`src/rtl/audio_unpack_pkg.sv`:
```
package audio_unpack_pkg;
   typedef enum logic [1:0] {
      FMT_LIN16 = 2'b00,
      FMT_LIN32 = 2'b01,
      FMT_CMP_A = 2'b10,
      FMT_CMP_B = 2'b11
   } mem_fmt_e;
endpackage

```
`src/rtl/aup_mode_decode.sv`:
```
module aup_mode_decode
   import audio_unpack_pkg::*;
#(
   parameter int MAX_LANES = 4,
   localparam int LSW = $clog2(MAX_LANES),
   localparam int LAW = LSW + 1,
   localparam int CW  = $clog2(2 * MAX_LANES + 1)
) (
   input  logic [1:0]     mem_fmt_i,
   input  logic           stereo_i,
   input  logic [LSW-1:0] lane_sel_i,
   output logic           mode_ok_o,
   output logic           wide_o,
   output logic [LAW-1:0] lanes_act_o,
   output logic [CW-1:0]  need_o
);
   mem_fmt_e fmt;

   always_comb begin
      fmt         = mem_fmt_e'(mem_fmt_i);
      mode_ok_o   = (fmt == FMT_LIN16) || (fmt == FMT_LIN32);
      wide_o      = (fmt == FMT_LIN32);
      lanes_act_o = LAW'(lane_sel_i) + LAW'(1);
      need_o      = stereo_i ? CW'({lanes_act_o, 1'b0}) : CW'(lanes_act_o);
   end
endmodule

```
`src/rtl/aup_word_split.sv`:
```
module aup_word_split #(
   parameter int SAMPLE_W = 16,
   localparam int WORD_W = 2 * SAMPLE_W,
   localparam int NB     = SAMPLE_W / 8
) (
   input  logic [WORD_W-1:0]   word_i,
   input  logic                wide_i,
   input  logic                little_i,
   output logic [SAMPLE_W-1:0] samp0_o,
   output logic [SAMPLE_W-1:0] samp1_o,
   output logic                two_o
);
   logic [SAMPLE_W-1:0] lo_sw, hi_sw, lo, hi;

   for (genvar b = 0; b < NB; b++) begin : g_swap
      assign lo_sw[b*8 +: 8] = word_i[(NB-1-b)*8 +: 8];
      assign hi_sw[b*8 +: 8] = word_i[SAMPLE_W + (NB-1-b)*8 +: 8];
   end

   always_comb begin
      lo      = little_i ? word_i[SAMPLE_W-1:0] : lo_sw;
      hi      = little_i ? word_i[WORD_W-1:SAMPLE_W] : hi_sw;
      two_o   = !wide_i;
      samp0_o = wide_i ? (little_i ? hi : lo) : lo;
      samp1_o = hi;
   end
endmodule

```
`src/rtl/aup_slot_fill.sv`:
```
module aup_slot_fill #(
   parameter int SLOTS    = 8,
   parameter int SAMPLE_W = 16,
   localparam int CW = $clog2(SLOTS + 1)
) (
   input  logic                      clk,
   input  logic                      rst_n,
   input  logic                      mode_ok_i,
   input  logic [CW-1:0]             need_i,
   input  logic                      word_valid_i,
   input  logic [SAMPLE_W-1:0]       samp0_i,
   input  logic [SAMPLE_W-1:0]       samp1_i,
   input  logic                      two_i,
   input  logic                      tick_i,
   output logic                      ready_o,
   output logic                      release_o,
   output logic [SLOTS*SAMPLE_W-1:0] slot_img_o
);
   logic [CW-1:0]       fill_q;
   logic                spare_v_q;
   logic [SAMPLE_W-1:0] spare_q;
   logic                room, full, take, move, fits;

   always_comb begin
      room      = fill_q < need_i;
      full      = fill_q == need_i;
      fits      = (fill_q + CW'(1)) < need_i;
      ready_o   = mode_ok_i && !tick_i && !spare_v_q && room;
      take      = word_valid_i && ready_o;
      move      = mode_ok_i && !tick_i && spare_v_q && room;
      release_o = tick_i && full && mode_ok_i;
   end

   always_ff @(posedge clk) begin
      if (!rst_n) begin
         fill_q    <= '0;
         spare_v_q <= 1'b0;
         spare_q   <= '0;
      end else if (release_o) begin
         fill_q <= '0;
      end else if (move) begin
         fill_q    <= fill_q + CW'(1);
         spare_v_q <= 1'b0;
      end else if (take) begin
         if (two_i && fits) begin
            fill_q <= fill_q + CW'(2);
         end else begin
            fill_q <= fill_q + CW'(1);
            if (two_i) begin
               spare_q   <= samp1_i;
               spare_v_q <= 1'b1;
            end
         end
      end
   end

   for (genvar i = 0; i < SLOTS; i++) begin : g_slot
      logic [SAMPLE_W-1:0] val_q;
      logic                at0, at1;
      assign at0 = fill_q == CW'(i);
      assign at1 = (fill_q + CW'(1)) == CW'(i);
      always_ff @(posedge clk) begin
         if (!rst_n)
            val_q <= '0;
         else if (!release_o) begin
            if (move && at0)
               val_q <= spare_q;
            else if (!move && take && at0)
               val_q <= samp0_i;
            else if (!move && take && two_i && fits && at1)
               val_q <= samp1_i;
         end
      end
      assign slot_img_o[i*SAMPLE_W +: SAMPLE_W] = val_q;
   end
endmodule

```
`src/rtl/aup_frame_out.sv`:
```
module aup_frame_out #(
   parameter int MAX_LANES = 4,
   parameter int SAMPLE_W  = 16,
   localparam int SLOTS = 2 * MAX_LANES,
   localparam int LAW   = $clog2(MAX_LANES) + 1
) (
   input  logic                      clk,
   input  logic                      rst_n,
   input  logic                      tick_i,
   input  logic                      release_i,
   input  logic                      stereo_i,
   input  logic                      sign_conv_i,
   input  logic [LAW-1:0]            lanes_act_i,
   input  logic [SLOTS*SAMPLE_W-1:0] slot_img_i,
   output logic [SLOTS*SAMPLE_W-1:0] samples_o,
   output logic                      frame_valid_o,
   output logic                      underrun_o
);
   for (genvar p = 0; p < SLOTS; p++) begin : g_pos
      localparam int LANE = p / 2;
      localparam int CHAN = p % 2;
      logic [SAMPLE_W-1:0] src, val, held_q;
      logic                fed;

      always_comb begin
         src = stereo_i ? slot_img_i[p*SAMPLE_W +: SAMPLE_W]
                        : slot_img_i[LANE*SAMPLE_W +: SAMPLE_W];
         fed = (lanes_act_i > LAW'(LANE)) && (stereo_i || (CHAN == 0));
         val = fed ? src : '0;
         val[SAMPLE_W-1] = val[SAMPLE_W-1] ^ sign_conv_i;
      end

      always_ff @(posedge clk) begin
         if (!rst_n)         held_q <= '0;
         else if (release_i) held_q <= val;
      end
      assign samples_o[p*SAMPLE_W +: SAMPLE_W] = held_q;
   end

   always_ff @(posedge clk) begin
      if (!rst_n) begin
         frame_valid_o <= 1'b0;
         underrun_o    <= 1'b0;
      end else begin
         frame_valid_o <= release_i;
         underrun_o    <= tick_i && !release_i;
      end
   end
endmodule

```
`src/rtl/audio_sample_unpacker.sv`:
```
module audio_sample_unpacker #(
   parameter int MAX_LANES = 4,
   parameter int SAMPLE_W  = 16,
   localparam int WORD_W = 2 * SAMPLE_W,
   localparam int SLOTS  = 2 * MAX_LANES,
   localparam int LSW    = $clog2(MAX_LANES),
   localparam int LAW    = LSW + 1,
   localparam int CW     = $clog2(SLOTS + 1),
   localparam int OUT_W  = SLOTS * SAMPLE_W
) (
   input  logic              clk,
   input  logic              rst_n,
   input  logic [1:0]        mem_fmt_i,
   input  logic              stereo_i,
   input  logic [LSW-1:0]    lane_sel_i,
   input  logic              little_end_i,
   input  logic              sign_conv_i,
   input  logic [WORD_W-1:0] word_i,
   input  logic              word_valid_i,
   output logic              word_ready_o,
   input  logic              frame_tick_i,
   output logic [OUT_W-1:0]  samples_o,
   output logic              frame_valid_o,
   output logic              underrun_o,
   output logic              mode_err_o
);
   if (SAMPLE_W % 8 != 0 || SAMPLE_W < 8) begin : g_bad_width
      $error("SAMPLE_W must be a nonzero multiple of 8");
   end
   if (MAX_LANES < 2 || (1 << LSW) != MAX_LANES) begin : g_bad_lanes
      $error("MAX_LANES must be a power of two, at least 2");
   end

   logic                mode_ok, wide, two, rel;
   logic [LAW-1:0]      lanes_act;
   logic [CW-1:0]       need;
   logic [SAMPLE_W-1:0] s0, s1;
   logic [OUT_W-1:0]    slot_img;

   aup_mode_decode #(.MAX_LANES(MAX_LANES)) u_dec (
      .mem_fmt_i  (mem_fmt_i),
      .stereo_i   (stereo_i),
      .lane_sel_i (lane_sel_i),
      .mode_ok_o  (mode_ok),
      .wide_o     (wide),
      .lanes_act_o(lanes_act),
      .need_o     (need)
   );

   aup_word_split #(.SAMPLE_W(SAMPLE_W)) u_split (
      .word_i  (word_i),
      .wide_i  (wide),
      .little_i(little_end_i),
      .samp0_o (s0),
      .samp1_o (s1),
      .two_o   (two)
   );

   aup_slot_fill #(.SLOTS(SLOTS), .SAMPLE_W(SAMPLE_W)) u_fill (
      .clk         (clk),
      .rst_n       (rst_n),
      .mode_ok_i   (mode_ok),
      .need_i      (need),
      .word_valid_i(word_valid_i),
      .samp0_i     (s0),
      .samp1_i     (s1),
      .two_i       (two),
      .tick_i      (frame_tick_i),
      .ready_o     (word_ready_o),
      .release_o   (rel),
      .slot_img_o  (slot_img)
   );

   aup_frame_out #(.MAX_LANES(MAX_LANES), .SAMPLE_W(SAMPLE_W)) u_out (
      .clk          (clk),
      .rst_n        (rst_n),
      .tick_i       (frame_tick_i),
      .release_i    (rel),
      .stereo_i     (stereo_i),
      .sign_conv_i  (sign_conv_i),
      .lanes_act_i  (lanes_act),
      .slot_img_i   (slot_img),
      .samples_o    (samples_o),
      .frame_valid_o(frame_valid_o),
      .underrun_o   (underrun_o)
   );

   assign mode_err_o = !mode_ok;
endmodule

```
`config.mk`:
```
export PLATFORM = sky130hd
export DESIGN_NAME = audio_sample_unpacker
export DESIGN_NICKNAME = d
export VERILOG_FILES = /design/src/rtl/audio_unpack_pkg.sv /design/src/rtl/aup_mode_decode.sv /design/src/rtl/aup_word_split.sv /design/src/rtl/aup_slot_fill.sv /design/src/rtl/aup_frame_out.sv /design/src/rtl/audio_sample_unpacker.sv
export SDC_FILE = /design/constraint.sdc
export NUM_CORES = 1
export LEC_CHECK = 0
export BUFFER_PORTS_ARGS = -buffer_cell sky130_fd_sc_hd__buf_2
export CORE_MARGIN = 3
export CORE_UTILIZATION = 50
export DETAILED_ROUTE_END_ITERATION = 6
export PLACE_DENSITY = 0.7
export SLEW_MARGIN = 40
export SYNTH_ARGS = -nofsm -noshare
export SYNTH_HDL_FRONTEND = slang
export SYNTH_SLANG_ARGS = --single-unit
export TNS_END_PERCENT = 1
```
`constraint.sdc`:
```
create_clock -name clk -period 11.5 [get_ports clk]
set_clock_uncertainty 0.15 [all_clocks]
set_input_delay 0 -clock clk [delete_from_list [all_inputs] [get_ports clk]]
set_output_delay 0 -clock clk [all_outputs]
set_load 0.02 [all_outputs]
```
==> results.json, run 1 <==
{
  "wl_met2_mm": 24.0,
  "syn-num-nets": 1808,
  "drtAntennaViolNets": 0,
  "crit_path_frequent_cell": "ha_1",
  "wl_mm": 54.5,
  "synthCells": 1748,
  "tightest_slew_ps": 971,
  "maxUsedRoutingLayer": "met4",
  "status": "finished, final reports clean",
  "clkLatencyLatePin_ps": 560,
  "dp.cells": 2149,
  "detailedRoute.firstIterationViolations": 1635,
  "row_count": 60,
  "synth_mux_area_share_pct": 6.32,
  "power_uw": 2230,
  "synthSimpleGateAreaFrac_pct": 19.3,
  "route.met3.wl_mm": 5.34,
  "arrival_ps": 4950,
  "yosys_warnings": 0,
  "h-tree-depth": 1,
  "dpl-instance-area_um2": 15200,
  "path_buf_inv": 0,
  "drt_first_pass_iters": 7,
  "clock_path_buffers": 3,
  "fin_nets": 1882,
  "synthAdderAreaFrac_pct": 1.50,
  "synth_cell_types": 55,
  "slowest_stage": "nand4_1",
  "wl_met1_mm": 21.1,
  "drv_slew": 0,
  "drive_gt1_share_pct": 19.3,
  "die_x_um": 174,
  "dieArea_um2": 30400,
  "start_util_pct": 51.7,
  "final_cell_area_um2": 16400,
  "layout_worst_path_cycle_share_pct": 40.4,
  "synthToLayoutAreaGrowth_pct": 15.7,
  "rsz0062_at_grt": "no",
  "synth_area_per_cell_um2": 8.10,
  "ys_async_sr_fraction_pct": 0,
  "period_needed_ps": 4640,
  "io_buffers": 174,
  "cts_inserted_buffers": 30,
  "cp-end-kind": "flop",
  "die_h_um": 174,
  "crit_path_cell_trace": "ha_1 -> a21boi_0 -> or2_2 -> ha_1 -> or4_4 -> a211oi_4 -> nand4_1 -> and2_1 -> o31ai_1",
  "instances_no_fill": 2218,
  "cts_resized": 0,
  "timing.hold.ws_ps": 27.6,
  "drv_cap": 0,
  "cp.required_ps": 11810,
  "syn-cell-area_um2": 14200,
  "core_area_um2": 27400,
  "cp_top_family": "simple AND/OR/NAND/NOR gates",
  "finalSetupTns_ps": 0,
  "wl_per_cell_um": 24.6,
  "startpoint_type": "flop",
  "crit_path_max_fanout": 17,
  "num_vias": 14400,
  "power.leakage_uw": 0.00627,
  "grt_use_total_pct": 34.2,
  "power_density_nw_per_um2": 136,
  "crit_type": "flop to flop",
  "cts_tree": "yes",
  "hold_viol_final": 0,
  "ir_drop_mv": 0.113,
  "post-dp-hpwl_mm": 36.3,
  "min_path_type": "primary input to flop",
  "antenna_found_initial": 0,
  "grt_max_degree": 97,
  "root_buffer": "clkbuf_16",
  "gp_congestion": 1.05,
  "grt_pass1_vias": 13500,
  "grt_pass1_wl_mm": 81.1,
  "final_cell_mix": "dfxtp_1, nand2_1, buf_2, a21oi_1, o21ai_0",
  "critPathMaxStageDelay_ps": 760,
  "vias_per_cell": 6.51,
  "ys_ff_latch": 279,
  "setup_violations": 0,
  "synth_compound_area_share_pct": 27.5,
  "synth_top_family_by_area": "compound AO/OA/AOI/OAI gates",
  "synthFlopType": "dfxtp_1",
  "yosysSeqAreaShare_pct": 39.4,
  "synth_edf_count": 0,
  "grt_overflow": 0,
  "layout_commonest_cell": "dfxtp_1",
  "post_cts.repair.setup_buffers": 0,
  "cts.sinks": 279,
  "nFillCells": 2467,
  "relSlewSlack_pct": 35.0,
  "clock.fmax_mhz": 215,
  "drc": 0,
  "cts.clk_slew.worst_paths_ps": 60,
  "pin_count": 175,
  "synthXorXnorAreaFrac_pct": 0.619
}
==> synth_stat cells, types with 17 or more instances <==
cell / number / area share, %
a211oi_1: 26 / 1.4
a21oi_1: 135 / 4.8
a221oi_1: 32 / 2.0
a22o_1: 54 / 3.3
buf_2: 27 / 0.95
clkbuf_1: 142 / 3.8
dfxtp_1: 279 / 39
ha_1: 17 / 1.5
mux2_2: 19 / 1.5
mux2i_1: 68 / 4.8
nand2_1: 252 / 6.7
nand3_1: 69 / 2.4
nand4_1: 101 / 4.5
nor2_1: 107 / 2.8
o21ai_0: 129 / 4.6
o31ai_1: 96 / 5.1
or2_2: 18 / 0.80
==> through the flow <==
stage,setup WS (ps),utilization [%]
final,6860,59.8
after global routing,6670,59.7
after CTS,6750,59.6
after detailed placement,6780,55.5
after global placement,6910,55.0
after floorplan,7790,-
==> power breakdown <==
part | switching (uW) | internal [uW]
Combinational | 199 | 78.9
Sequential | 13.0 | 976
Clock | 402 | 558
Total | 613 | 1610
==> registers in the layout, summed over array words and instances, names as in the netlist <==
signal and flops:
u_fill.g_slot.val_q 128, u_out.g_pos.held_q 128, u_fill.spare_q 16, u_fill.fill_q 4
u_fill.spare_v_q 1, u_out.frame_valid_o 1, u_out.underrun_o 1
==> final timing paths <==
check | startpoint | cells after the start | end | slack, ps
max | u_fill.fill_q[2] | 9 | u_fill.g_slot[2].val_q[11] | 6860
min | word_i[29] | 6 | u_fill.g_slot[7].val_q[13] | 30
max reg2reg | u_fill.fill_q[2] | 9 | u_fill.g_slot[2].val_q[11] | 6860
min reg2reg | u_out.g_pos[2].held_q[4] | 2 | u_out.g_pos[2].held_q[4] | 290
==> cell families (layout without fill, tap and decap cells) <==
family / Yosys count / in the layout
AND/OR/NAND/NOR: 590 / 590
AO/OA/AOI/OAI: 576 / 576
flip-flops: 279 / 279
buffers and inverters: 189 / 285
multiplexers: 87 / 87
adder cells (fa/ha/maj): 17 / 17
XOR/XNOR: 10 / 10
other: 0 / 2
==> timing repair <==
action / 4_1_cts / 5_1_grt
setup endpoints to repair: 0 / 0
hold endpoints to repair: 49 / 0
hold buffers: 13 / 0
==> worst register-to-register path, cell delays in order, from the launching register on <==
cell and delay [ps]:
dfxtp_1 670, ha_1 290, a21boi_0 110, or2_2 320, ha_1 220, or4_4 560
a211oi_4 510, nand4_1 770, and2_1 600, o31ai_1 340
==> per-layer routing <==
layer  vias up  GRT usage [%]
met4         0           20.8
met5         -              0
met2       801           53.8
met1      6788           43.1
li1       6618              -
met3       238           7.23
==> layout make-up <==
type                            instances  area (um2)  share of cell area [%]
Antenna cell                            2        5.00                  0.0306
Clock buffer                           44         895                    5.46
Clock inverter                         10        83.8                   0.512
Inverter                                9        33.8                   0.206
Multi-Input combinational cell       1280        8040                    49.1
Sequential cell                       279        5590                    34.1
Tap cell                              372         465                    2.84
Timing Repair Buffer                  222        1270                    7.76
Note: power is estimated with default switching activity, not from simulation.
==> run 2: changes to the inputs <==
clock period = 4.85 ns   (was 11.5 ns; I/O delays follow)
==> results.json, run 2 (synthesis results as in run 1) <==
{
  "dp.cells": 2169,
  "crit_path_max_fanout": 17,
  "nFillCells": 2474,
  "power.leakage_uw": 0.00643,
  "timing.final.ws_setup_ps": 737,
  "die_h_um": 174,
  "reg_top3": "u_fill.g_slot.val_q: 128 flops, u_out.g_pos.held_q: 128 flops, u_fill.spare_q: 16 flops",
  "startpoint_type": "flop",
  "cp-end-kind": "flop",
  "start_util_pct": 51.7,
  "min_path_type": "primary input to flop",
  "grt_overflow": 0,
  "finalSetupTns_ps": 0,
  "status": "finished, final reports clean",
  "min_from": "word_i[27]",
  "die_x_um": 174,
  "p_switching_uw": 1440,
  "core_area_um2": 27400,
  "p_int_uw": 3960,
  "pin_count": 175,
  "grt_use_total_pct": 34.9,
  "h-tree-depth": 1,
  "p_sw_share_pct": 26.7,
  "drc": 0,
  "clkLatencyLatePin_ps": 570,
  "drt_first_pass_iters": 7,
  "synthToLayoutAreaGrowth_pct": 17.4,
  "gp_congestion": 1.07,
  "wl_mm": 55.0,
  "relSlewSlack_pct": 32.1,
  "num_vias": 14600,
  "cts.clk_slew.worst_paths_ps": 60,
  "cts.sinks": 279,
  "drtAntennaViolNets": 0,
  "grt_pass1_wl_mm": 82.7,
  "dieArea_um2": 30400,
  "cp.required_ps": 5160,
  "startpoint": "u_fill.fill_q[2]",
  "row_count": 60,
  "drv_slew": 0,
  "rsz0062_at_grt": "no",
  "instances_no_fill": 2244,
  "hold_viol_final": 0,
  "tightest_slew_ps": 1010,
  "root_buffer": "clkbuf_16",
  "grt_pass1_vias": 13500,
  "arrival_ps": 4430,
  "cts_inserted_buffers": 30,
  "io_buffers": 174,
  "post-dp-hpwl_mm": 37.3,
  "timing.hold.ws_ps": 28.0,
  "power_density_nw_per_um2": 325,
  "antenna_found_initial": 0,
  "r2r-start": "u_fill.fill_q[2]",
  "final_cell_mix": "dfxtp_1, nand2_1, buf_2, a21oi_1, o21ai_0",
  "fin_nets": 1908,
  "detailedRoute.firstIterationViolations": 1547,
  "place_ws_ps": 894,
  "setup_violations": 0,
  "ir_drop_mv": 0.271,
  "clkPwrFrac_pct": 44.3,
  "period_needed_ps": 4110,
  "wl_per_cell_um": 24.5,
  "combinationalPowerShare_pct": 12.4,
  "cts_tree": "yes",
  "drv_cap": 0,
  "clock.fmax_mhz": 243,
  "clock_path_buffers": 3,
  "drive_gt1_share_pct": 19.7,
  "layout_worst_path_cycle_share_pct": 84.8,
  "crit_type": "flop to flop",
  "vias_per_cell": 6.50,
  "cts_resized": 0,
  "seqPwrFrac_pct": 43.4,
  "layout_commonest_cell": "dfxtp_1",
  "grt_max_degree": 103
}
[run 2: metrics by stage]
step                power, uW  instance area, um2  utilization (%)
floorplan                2760               14200                -
global placement         3000               15200             55.6
detailed placement       3010               15300             56.0
global route             5550               16600             60.7
finish                   5410               16600             60.7
CTS                      5400               16600             60.4
[run 2: cell type report]
class | count | area [um2] | area share [%]
sequential | 279 | 5590 | 33.6
inverter | 9 | 33.8 | 0.203
multi-input combinational | 1280 | 7990 | 48.1
timing repair buffer | 248 | 1510 | 9.08
antenna | 1 | 2.50 | 0.0151
tap | 372 | 465 | 2.80
clock inverter | 11 | 159 | 0.956
clock buffer | 44 | 875 | 5.26
[run 2: worst paths after layout]
check	to	slack, ps	depth (start not counted)
max	u_fill.g_slot[1].val_q[7]	740	10
min	u_fill.g_slot[1].val_q[3]	30	5
max reg2reg	u_fill.g_slot[1].val_q[7]	740	10
min reg2reg	u_out.g_pos[2].held_q[8]	300	2
[run 2: what timing repair did]
action | CTS | global route
hold buffers | 18 | 0
hold endpoints to repair | 32 | 0
buffers inserted | 0 | 0
[run 2: worst max-delay path, cell delays in order, from the launching register on]
cell	delay [ps]
dfxtp_1	690
ha_1	290
a21boi_0	110
or2_2	320
ha_1	220
or4_4	550
a211oi_4	530
nand4_1	230
buf_4	260
and2_1	330
o31ai_1	310
[run 2: power groups by stage]
stage	clock (uW)	sequential, uW	combinational (uW)
4_1_cts	2420	2340	633
2_1_floorplan	0	2380	376
6_report	2390	2350	669
5_1_grt	2510	2340	701
3_5_place_dp	0	2390	620
3_3_place_gp	0	2390	606
[run 2: per-layer routing]
layer	vias to the layer above	share of wire, %	track usage [%]
met3	248	10	7.06
li1	6662	-	-
met5	-	0	0
met2	849	44	55.1
met1	6820	38	44.2
met4	0	7.7	20.9
==> run 3: changes to the inputs <==
ABC_AREA = 1   (was default)
clock period = 3.85 ns   (was 4.85 ns; I/O delays follow)
==> results.json, run 3 <==
{
  "status": "finished, violations left",
  "violations": "design-rule violations",
  "drt_first_pass_iters": 7,
  "synthCells": 2313,
  "synth_cell_types": 38,
  "cts_inserted_buffers": 31,
  "clock_path_buffers": 3,
  "antenna_found_initial": 0,
  "synth_mux_area_share_pct": 0,
  "grt_use_total_pct": 32.9,
  "drv_cap": 0,
  "crit_path_max_fanout": 17,
  "timing.hold.ws_ps": 16.0,
  "cts_tree": "yes",
  "synth_edf_count": 0,
  "setup_violations": 0,
  "seqCellArea_um2": 5590,
  "dpl-instance-area_um2": 16000,
  "core_area_um2": 29100,
  "synthXorXnorAreaFrac_pct": 0.528,
  "startpoint_type": "flop",
  "nFillCells": 2824,
  "grt_max_degree": 84,
  "synth_area_per_cell_um2": 6.46,
  "cts.clk_slew.worst_paths_ps": 60,
  "synth_top_area_cell": "dfxtp_1",
  "row_count": 62,
  "final_cell_mix": "nand2_1, dfxtp_1, nor2_1, inv_1, nand3_1",
  "cp.required_ps": 4210,
  "cp-end-kind": "flop",
  "syn-cell-area_um2": 14900,
  "ir_drop_mv": 0.416,
  "layout_worst_path_cycle_share_pct": 89.1,
  "r2r-start": "u_fill.fill_q[0]",
  "synth_top_family_by_area": "simple AND/OR/NAND/NOR gates",
  "power_density_nw_per_um2": 394,
  "root_buffer": "clkbuf_16",
  "start_util_pct": 51.4,
  "drive_gt1_share_pct": 12.8,
  "clock.fmax_mhz": 292,
  "grt_pass1_vias": 14100,
  "arrival_ps": 3790,
  "ys_top_cells_by_area": "dfxtp_1, nand2_1, nor2_1, nand3_1, o21ai_0",
  "pin_count": 175,
  "wl_mm": 54.5,
  "fin_nets": 2518,
  "crit_type": "flop to flop",
  "detailedRoute.firstIterationViolations": 2351,
  "yosysTopAreaCellShare_pct": 37.4,
  "die_h_um": 179,
  "synthSimpleGateAreaFrac_pct": 35.6,
  "h-tree-depth": 1,
  "place_ws_ps": 406,
  "yosys_warnings": 0,
  "startpoint": "u_fill.fill_q[0]",
  "drc": 1,
  "synth_common_cells": "nand2_1, dfxtp_1, nor2_1",
  "post-dp-hpwl_mm": 36.1,
  "min_path_type": "primary input to flop",
  "power_uw": 6890,
  "multiInputGateArea_um2": 7880,
  "dieArea_um2": 32000,
  "period_needed_ps": 3430,
  "min_from": "mem_fmt_i[1]",
  "gp_congestion": 0.998,
  "final_cell_area_um2": 17500,
  "synthFlopType": "dfxtp_1",
  "io_buffers": 174,
  "syn-num-nets": 2373,
  "hold_viol_final": 0,
  "drv_slew": 0,
  "relSlewSlack_pct": 42.8,
  "vias_per_cell": 5.63,
  "reg_top3": "u_fill.g_slot.val_q: 128 flops, u_out.g_pos.held_q: 128 flops, u_fill.spare_q: 16 flops",
  "ys_ff_latch": 279,
  "clkLatencyLatePin_ps": 580,
  "tightest_slew_ps": 857,
  "synthToLayoutAreaGrowth_pct": 17.0,
  "ys_async_sr_fraction_pct": 0,
  "die_x_um": 179,
  "layout_commonest_cell": "nand2_1",
  "power.leakage_uw": 0.00865,
  "yosysSeqAreaShare_pct": 37.4,
  "rsz0062_at_grt": "no",
  "grt_pass1_wl_mm": 82.0,
  "synth.most_common_cell": "nand2_1",
  "num_vias": 16100,
  "synthAdderAreaFrac_pct": 1.42,
  "wl_per_cell_um": 19.0,
  "timing.final.ws_setup_ps": 421,
  "cts.sinks": 279,
  "grt_overflow": 0,
  "finalSetupTns_ps": 0,
  "synth_compound_area_share_pct": 14.8,
  "drtAntennaViolNets": 0
}
## run 3: cell type report
cell class	instances	area share (%)
Timing Repair Buffer	265	9.55
Sequential cell	279	32.0
Tap cell	384	2.75
Multi-Input combinational cell	1650	45.1
Clock inverter	15	0.880
Antenna cell	2	0.0286
Clock buffer	41	4.82
Inverter	231	4.96
## run 3: final timing paths
path | end | slack (ps) | cells after the start
worst max-delay path | u_fill.g_slot[4].val_q[3] | 420 | 14
worst min-delay path | u_fill.spare_v_q | 20 | 7
worst max register to register | u_fill.g_slot[4].val_q[3] | 420 | 14
worst min register to register | u_out.g_pos[6].held_q[12] | 300 | 2
## run 3: metrics by stage
stage / util, % / cells
finish: 60.1 / 2867
global route: 60.1 / 2865
CTS: 60.1 / 2865
detailed placement: 55.1 / 2764
global placement: 55.1 / 2764
floorplan: - / 2313
## run 3: cells by family after synthesis
kind of cell / count (synthesis)
adders and majority gates: 17
DFF: 279
and+or+nand+nor: 1260
AOI/OAI and AO/OA: 364
xor gates and xnor gates: 9
buffers and inverters: 384
## run 3: worst max-delay path, cell delays in order (launching register included)
cell	delay (ps)
dfxtp_1	490
inv_1	190
ha_1	230
o21bai_1	180
nand4_2	210
nand3_1	120
buf_4	240
nor2_4	50
buf_4	200
inv_1	410
nand2_1	100
nor2_1	100
dlygate4sd3_1	560
nor2_1	50
nor2_1	80
## run 3: power breakdown
part | leakage [uW] | internal (uW) | switching, uW
Sequential | 0.00225 | 2940 | 75.4
Combinational | 0.00592 | 276 | 668
Clock | 0.000482 | 1680 | 1250
Total | 0.00865 | 4900 | 1990
## run 3: routing by layer
layer	up-vias	GRT usage [%]	part of all wire, %
met4	0	10.7	3.6
li1	7691	-	-
met5	-	0	0
met1	7371	47.4	43
met2	922	47.7	41
met3	154	8.64	13
## run 3: repair_timing
| action | in CTS | in global routing |
|---|---|---|
| hold endpoints to repair | 125 | 0 |
| endpoints found under the setup margin | 0 | 0 |
| resized for setup | 0 | 0 |
| hold buffers | 45 | 0 |
| setup buffers | 0 | 0 |
